$ cat config.mk
export PLATFORM = sky130hd
export DESIGN_NAME = cmd_param_collector
export DESIGN_NICKNAME = d
export VERILOG_FILES = /design/src/rtl/cmd_param_collector.sv
export SDC_FILE = /design/constraint.sdc
export NUM_CORES = 1
export LEC_CHECK = 0
export ABC_AREA = 1
export BUFFER_PORTS_ARGS = -buffer_cell sky130_fd_sc_hd__buf_4
export CAP_MARGIN = 25
export CORE_MARGIN = 2
export CORE_UTILIZATION = 32
export CTS_BUF_LIST = sky130_fd_sc_hd__clkbuf_8
export DETAILED_ROUTE_END_ITERATION = 8
export SETUP_SLACK_MARGIN = 0.05
export SLEW_MARGIN = 20
export SYNTH_ARGS = -nofsm -noshare
export SYNTH_HDL_FRONTEND = slang
export SYNTH_SLANG_ARGS = --single-unit
$ cat constraint.sdc
create_clock -name clk -period 11.84 [get_ports clk]
set_clock_uncertainty 0.2 [all_clocks]
set_input_delay 0 -clock clk [delete_from_list [all_inputs] [get_ports clk]]
set_output_delay 0 -clock clk [all_outputs]
set_load 0.05 [all_outputs]
$ cat src/rtl/cmd_param_collector.sv
module cmd_param_collector #(
  parameter int AW = 8,
  parameter int DW = 32,
  parameter logic [AW-1:0] CMD_ADDR = 8'h40,
  parameter int DEPTH = 4
) (
  input  logic          clk,
  input  logic          rst,
  input  logic          en,
  input  logic          wr_en,
  input  logic [AW-1:0] addr,
  input  logic [DW-1:0] wdata,
  output logic [DW-1:0] rdata,
  output logic          cmd_valid,
  input  logic          cmd_ready,
  output logic [DW-1:0] cmd_y,
  output logic [DW-1:0] cmd_u,
  output logic [DW-1:0] cmd_v,
  output logic [DW-1:0] cmd_out,
  output logic          overflow
);
  localparam int IW = (DEPTH > 1) ? $clog2(DEPTH) : 1;
  localparam int CW = $clog2(DEPTH + 1);
  localparam int EW = 4 * DW;

  logic [1:0]    phase;
  logic [DW-1:0] hold_y, hold_u, hold_v;
  logic [EW-1:0] mem [DEPTH];
  logic [IW-1:0] wp, rp;
  logic [CW-1:0] count;

  logic wr_hit, last, full, push, pop;

  assign wr_hit    = wr_en && en && (addr == CMD_ADDR);
  assign last      = wr_hit && (phase == 2'd3);
  assign full      = (count == CW'(DEPTH));
  assign push      = last && !full;
  assign cmd_valid = (count != '0);
  assign pop       = cmd_valid && cmd_ready;
  assign rdata     = '0;

  assign cmd_y   = mem[rp][EW-1 -: DW];
  assign cmd_u   = mem[rp][EW-DW-1 -: DW];
  assign cmd_v   = mem[rp][EW-2*DW-1 -: DW];
  assign cmd_out = mem[rp][DW-1:0];

  always_ff @(posedge clk) begin
    if (rst) begin
      phase    <= 2'd0;
      hold_y   <= '0;
      hold_u   <= '0;
      hold_v   <= '0;
      wp       <= '0;
      rp       <= '0;
      count    <= '0;
      overflow <= 1'b0;
      for (int i = 0; i < DEPTH; i++) mem[i] <= '0;
    end else begin
      if (!en) phase <= 2'd0;
      else if (wr_hit) begin
        phase <= phase + 2'd1;
        case (phase)
          2'd0: hold_y <= wdata;
          2'd1: hold_u <= wdata;
          2'd2: hold_v <= wdata;
          default: ;
        endcase
      end
      if (push) begin
        mem[wp] <= {hold_y, hold_u, hold_v, wdata};
        wp <= (wp == IW'(DEPTH - 1)) ? '0 : wp + 1'b1;
      end
      if (pop) rp <= (rp == IW'(DEPTH - 1)) ? '0 : rp + 1'b1;
      case ({push, pop})
        2'b10:   count <= count + 1'b1;
        2'b01:   count <= count - 1'b1;
        default: ;
      endcase
      if (last && full) overflow <= 1'b1;
    end
  end
endmodule


After elaboration in Yosys (flattened, before gate mapping)
Memory sizes are Yosys's and may differ from the RTL's. A register that Yosys moved wholly into a read port is not among the register bits.
Cells that the tools add are included.
{ "classes": {"muxes": 13, "reduce_logical": 15, "n_bitwise": 1, "n_addsub": 5, "n_eq_ne": 9} }
{ "ops": {"columns": ["operator", "n"], "rows": [
  ["128-bit two-way mux", 1],
  ["128-bit OR reduction", 1],
  ["2-bit equality test (second input constant)", 5],
  ["2-bit two-way mux", 5],
  ["3-bit AND reduction", 3],
  ["8-bit by 7-bit equality test with 1-bit output (second input constant)", 1],
  ["2-bit by 1-bit adder with 2-bit output (second input constant)", 3],
  ["1-bit logical AND", 6],
  ["1-bit two-way mux", 6],
  ["3-bit one-hot mux with 2 select lines", 1],
  ["2-bit by 1-bit equality test with 1-bit output (second input constant)", 2],
  ["3-bit by 1-bit adder with 3-bit output (second input constant)", 1],
  ["3-bit equality test (second input constant)", 1],
  ["3-bit nonzero test", 1],
  ["3-bit by 1-bit subtractor with 3-bit output (second input constant)", 1],
  ["2-bit zero test", 1],
  ["2-bit nonzero test", 1],
  ["2-bit OR reduction", 1],
  ["1-bit zero test", 1],
  ["1-bit NOT", 1]
]} }
{ "word_totals": {"ram_bits": 512, "reg_bits": 106, "in_bits": 45, "n_memories": 1, "out_inout_bits": 162} }
{ "mem_list": {"columns": ["name", "depth", "word_bits", "rd", "rd_ports_with_merged_regs", "wr", "line_no", "source"], "rows": [
  ["mem", 4, 128, 1, 1, 4, "28", "logic [EW-1:0] mem [DEPTH];"]
]} }

Depth between registers and ports, before layout
Gate-level depths: netlist (run 1).
{ "depth": {"depth_word": 9, "mapped_depth": 11, "depth_no_buf": 11} }

Least setup slack after synthesis (run 1)
Ideal clock, no wire load.
{ "synth_path": {"path_kind": "register -> register", "start": "reg phase[0]", "end": "mem mem[0][0] (netlist name), enable pin", "path_slack_ps": 7130, "t_arrival_ps": 4018, "stages_incl_launch_ff": 8, "setup_ps": 492, "path_cell_list": "dfxtp_1 -> ha_1 -> nand4_4 -> nor2_4 -> nand3_2 -> buf_2 -> buf_6 -> nand2_1"} }
{ "synth_rtl": {"columns": ["item", "line_no", "source"], "rows": [
  ["start: declaration", "26", "logic [1:0] phase;"],
  ["start signal: assignment", "61", "phase <= phase + 2'd1;"],
  ["end: declaration", "28", null]
]} }

==> flow_summary.toml, run 1 <==
[outcome]
status = "finished, final reports clean"

[sta]
setup_viol_count_final = 0
fin_crit_sh_pct = 46.0
fmax_mhz = 184
rsz0062_at_grt = "false"
slew_violations = 0
period_needed_ps = 5450
tightest_slew_ps = 1050
tns_ps = 0
finalHoldViolations = 0
max_slew_margin_pct = 29.9

[power_and_ir_drop]
power.clock.fraction_pct = 33.1
power_uw = 5400
internal_power_uw = 3620
p_seq_share_pct = 45.7
peakVddDrop_uv = 114
sw_frac_of_total_pct = 32.9
power_frac_comb_pct = 21.2
p_leak_uw = 0.0113
p_sw_uw = 1780
p_per_area_nw_per_um2 = 177

[global_routing]
grt_max_degree = 105
grt_pass1_vias = 18000
grt_first_pass_wirelength_um = 116000
gr-total-overflow = 0
antenna_found_initial = 1
track_usage_pct = 18.6

[floorplan]
die_area_sq_um = 83100
fp.dieW_um = 288
io-pin-count = 207
die_h_um = 288
fp-row-count = 104
start_util_pct = 32.2
fp.coreArea_sq_um = 80300

[routing]
routed_via_density = 4.87
firstDrtPassIters = 6
wl_um = 78800
drtAntennaViolNets = 0
drc = 0
vias = 18700
routedWlPerCell_um = 20.6
drtIter0Drc = 1420

[synthesis]
netlist_top_cells_count = "967 x nor2_1, 512 x edfxtp_1, 361 x o21ai_0"
synth_top_area_share_pct = 59.5
ys.flop_type = "edfxtp_1"
synth_cell_types = 26
synth_area_sq_um = 25900
synth.most_common_cell = "nor2_1"
synth_seq_cells = 620
yosysSeqAreaShare_pct = 67.8
synth.top_cells.by_area = "edfxtp_1 59%, nor2_1 14%, dfxtp_1 8.4%"
synth_top_cell_by_area = "edfxtp_1"
synth_cells = 2475
synth_edf_count = 512
async_flop_share_pct = 0
yosysWarningCount = 0
syn_avg_cell_area_sq_um = 10.4

[final_layout]
layout-drive-gt1-share_pct = 12.6
area_delta_synth_final_pct = 17.8
fin_nets = 2737
nFillCells = 7908

[hold_path]
worstHoldStart = "wdata[24]"
hold_end = "hold_v[24]"
hold_class = "input pin to register"
min_path_cells = 4

[clock_network]
cts.sinks = 620
htree_num_levels = 3
path_clk_slew_ps = 60
insertion_delay_ps = 710
cts_buffers = 101
clockBufferDepth = 3
tritoncts = "yes"
ctsResizeCount = 0
cts-root-buf = "clkbuf_8"

[flow_run]
maxCapViolations = 0

[worst_setup_path]
cpPeakStageDelay_ps = 900
path_class = "input pin to register"
critPathRequiredTime_ps = 11940
r2r_cells = 7
reg2reg_from = "count[0]"
cp_max_fo = 64
rr_endpoint = "mem[0][107]"
critPathArrivalTime_ps = 5550
crit_family = "buffers and inverters"
critPathBufInv = 6
worstSetupStartpointType = "input pin"
path_cells = "dlygate4sd3_1 -> buf_4 -> inv_1 -> nand2_1 -> dlygate4sd3_1 -> nor2_2 -> dlygate4sd3_1 -> nand4_4 -> nor2_4 -> nand3_4 -> nand2_4 -> buf_4"
crit_path_frequent_cell = "dlygate4sd3_1"
r2r_setup_slack_ps = 7590
endpoint_kind = "register"
critPathSlowestCell = "buf_4"

[placed_design]
portBuffers = 174
hpwl_um = 43500
gp_congestion = 0.740
-- state kept, by name, indices dropped and copies added (netlist names), named ones only --
| register | flops |
|---|---|
| mem | 512 |
| hold_u | 32 |
| hold_v | 32 |
| hold_y | 32 |
| count | 3 |
| phase | 2 |
| rp | 2 |
| wp | 2 |
| overflow | 1 |
-- power groups by stage --
stage	Sequential (uW)	Combinational, uW	Clock [uW]
floorplan	2490	752	0
global placement	2510	1140	0
detailed placement	2510	1140	0
CTS	2470	1160	1810
global route	2470	1210	1900
finish	2460	1150	1790
-- layout by cell type (no fill, tap or decap), types with 2 or more instances in the layout --
cell type and n:
clkinv_1 20, nor2_4 2, a21oi_1 6, inv_4 2, buf_4 197, o22ai_1 128, clkbuf_8 116, dlygate4sd3_1 76
dfxtp_1 106, nand3_1 5, dfxtp_4 2, nand2_4 2, o21ai_0 361, nor2_1 965, conb_1 32, nand2_1 11
inv_1 189, clkinvlp_4 2, buf_12 2, nand3_4 3, clkinv_8 2, clkinv_2 9, edfxtp_1 512, nor2_2 3
ha_1 7
-- per-layer routing --
metal | up-vias | GRT usage [%] | wire length (um) | share of wire, %
li1 | 8729 | - | - | -
met1 | 9236 | 24.0 | 32600 | 41
met2 | 600 | 31.8 | 39000 | 49
met3 | 119 | 3.08 | 4930 | 6.3
met4 | 0 | 6.61 | 2280 | 2.9
met5 | - | 0 | 0 | 0
-- what timing repair did --
item,CTS,global route
hold buffers,76,0
hold endpoints to repair,248,0
buffers inserted,0,0
-- cell type report --
class                   instances  area, sq um  area share (%)
flip-flops and latches        620        17500            57.6
multi-input cells            1532         6740            22.1
repair buffers                276         2310            7.57
clock buffers                 116         1600            5.24
well taps                    1060         1330            4.35
inverters                     153          586            1.92
clock inverters                75          358            1.17
diodes                          1         2.50         0.00821
-- worst reg2reg max path, stage by stage, from the launching register on --
cell     delay, ps
dfxtp_1        350
inv_1           90
nand3_1        140
nand4_4        160
nor2_4         300
nand3_4        790
nand2_4        890
buf_4          900
-- logic make-up (layout without fill, tap and decap cells) --
kind of cell,Yosys count,count (layout),share of synthesized area [%]
and+or+nand+nor,995,995,14.7
AOI/OAI and AO/OA,497,497,10.3
other,1,33,0.0145
DFF,620,620,67.8
buffers and inverters,354,620,6.80
adders and majority gates,8,8,0.416
-- worst max path at each step --
stage,endpoint,from,depth (start not counted)
after floorplan,mem[0][0],phase[0],7
after CTS,mem[0][115],addr[5],12
after detailed placement,mem[0][50],addr[7],9
after global routing,mem[0][112],addr[5],12
after global placement,mem[0][50],addr[7],9
final,mem[0][107],addr[5],12
-- stage by stage --
stage | worst slack (ps) | util (%) | hold WS [ps] | area [sq um] | instances
global route | 6220 | 37.9 | 37.8 | 30500 | 3833
floorplan | 7130 | - | -65.1 | 26000 | 2506
finish | 6390 | 37.9 | 47.3 | 30500 | 3833
detailed placement | 7450 | 34.5 | 114 | 27700 | 3563
CTS | 6460 | 37.9 | 0.719 | 30400 | 3830
global placement | 7060 | 34.5 | 110 | 27700 | 3562
No activity file was read; power rests on OpenSTA's default activity.
==> inputs of run 2 (changes only) <==
- clock period: 11.84 -> 4.8 ns (I/O delays scaled with it)
==> run 2 against run 1 <==
Utilization increased by 0.093 points. First-iteration DRC count increased by 5.3%. Global-route usage decreased by 0.22 points. Die area unchanged. Non-clock buffer count increased by 9. Register-to-register slack got worse by 6000 ps. Power increased by 150%. Sequential share of layout area decreased by 0.14 points. Via count about the same. Clock power increased by 140%.
==> flow_summary.toml, run 2 (synthesis results as in run 1) <==
[clock_network]
post_cts_buffers = 0
cts-root-buf = "clkbuf_8"
cts_buffers = 97
tritoncts = "yes"
path_clk_slew_ps = 60
htree_num_levels = 3
insertion_delay_ps = 700
clockBufferDepth = 3
cts.sinks = 620

[worst_setup_path]
r2r_setup_slack_ps = 1600
cp_max_fo = 65
path_class = "input pin to register"
critPathRequiredTime_ps = 5000
r2r_cells = 8
worstSetupStartpointType = "input pin"
endpoint_kind = "register"
critPathArrivalTime_ps = 4580
reg2reg_from = "count[0]"
rr_endpoint = "mem[0][86]"
crit_start = "addr[0]"

[routing]
wl_met1_um = 32900
firstDrtPassIters = 5
met3_length_um = 4550
drc = 0
top_layer_used = "met4"
vias = 18700
routedWlPerCell_um = 20.2
routed_via_density = 4.87
drtIter0Drc = 1495
wl_um = 77400
drtAntennaViolNets = 0
wl_met2_um = 38200

[placed_design]
gp_congestion = 0.758
portBuffers = 174
hpwl_um = 45000

[global_routing]
grt_max_degree = 102
grt_pass1_vias = 18000
antenna_found_initial = 2
track_usage_pct = 18.4
grt_first_pass_wirelength_um = 115000
gr-total-overflow = 0

[floorplan]
start_util_pct = 32.2
io-pin-count = 207
fp.dieW_um = 288
fp.coreArea_sq_um = 80300
die_area_sq_um = 83100
die_h_um = 288
fp-row-count = 104

[final_layout]
nFillCells = 7848
largest_reg_flops = 512
finish.utilization_pct = 38.0
layout-drive-gt1-share_pct = 12.8
fin_nets = 2742
final_common_cell = "nor2_1"
area_delta_synth_final_pct = 18.1
regMostFlops = "mem"
final_cell_mix = "965 x nor2_1, 512 x edfxtp_1, 361 x o21ai_0, 202 x buf_4, 201 x inv_1"

[power_and_ir_drop]
p_per_area_nw_per_um2 = 434
p_leak_uw = 0.0114
peakVddDrop_uv = 234

[flow_run]
maxCapViolations = 0

[sta]
tightest_slew_ps = 1030
period_needed_ps = 4380
fin_crit_sh_pct = 91.3
max_slew_margin_pct = 31.2
setup_viol_count_final = 0
rsz0062_at_grt = "false"
fmax_mhz = 228
hold_ws_ps = 27.5
finalHoldViolations = 0
slew_violations = 0
tns_ps = 0

[outcome]
status = "finished, final reports clean"

[hold_path]
hold_class = "input pin to register"
worstHoldStart = "addr[7]"
hold_end = "hold_v[10]"
min_path_cells = 8
[run 2: changes by cell type in the layout (fill, tap and decap cells not counted), sizes merged]
| cell | before | now |
|---|---|---|
| inv | 194 | 208 |
| clkbuf | 116 | 117 |
| buf | 200 | 209 |
| clkinv | 31 | 9 |
[run 2: worst max-delay path, stage by stage]
cell,delay [ps]
dlygate4sd3_1,530
buf_4,100
nor2_1,30
dlygate4sd3_1,540
nand2_1,60
dlygate4sd3_1,590
nor2_4,40
dlygate4sd3_1,620
nand4_4,130
nor2_4,90
nand3_4,80
buf_4,700
buf_4,810
nor2_1,90
[run 2: timing repair]
item,4_1_cts,5_1_grt
gates resized for setup,0,0
hold buffers,76,0
endpoints found under the hold margin,391,0
[run 2: worst max-delay path by stage]
stage                      end  slack [ps]  cells past startpoint
floorplan            mem[0][0]          90                      7
global placement     mem[0][4]        1710                      8
detailed placement  mem[0][86]        1680                      8
CTS                 mem[1][87]         490                     14
global route        mem[2][80]         250                     14
finish              mem[0][86]         420                     14
[run 2: power by group]
group,switching (uW),total [uW],leakage (uW),internal [uW]
registers,82.6,6060,0.00607,5970
clock network,2090,4350,0.00118,2260
logic,2150,2840,0.00412,695
[run 2: layer usage]
metal / up-vias / GRT usage [%]
met4: 0 / 5.92
met3: 98 / 2.39
li1: 8737 / -
met2: 633 / 31.2
met5: - / 0
met1: 9222 / 24.5
[run 2: final cells by class]
type	instances	area [sq um]	area share (%)
Inverter	153	586	1.92
Clock buffer	117	1610	5.27
Clock inverter	67	310	1.02
Timing Repair Buffer	285	2420	7.94
Antenna cell	1	2.50	0.00819
Sequential cell	620	17500	57.5
Multi-Input combinational cell	1532	6730	22.0
Tap cell	1060	1330	4.34
[run 2: stage by stage]
stage / total power (uW) / instance area [sq um] / setup slack (ps) / std cells
3_3_place_gp: 9000 / 27800 / 1710 / 3573
3_5_place_dp: 9010 / 27900 / 1680 / 3574
5_1_grt: 13700 / 30500 / 245 / 3835
6_report: 13300 / 30500 / 418 / 3835
4_1_cts: 13400 / 30500 / 492 / 3834
2_1_floorplan: 8000 / 26000 / 89.5 / 2506
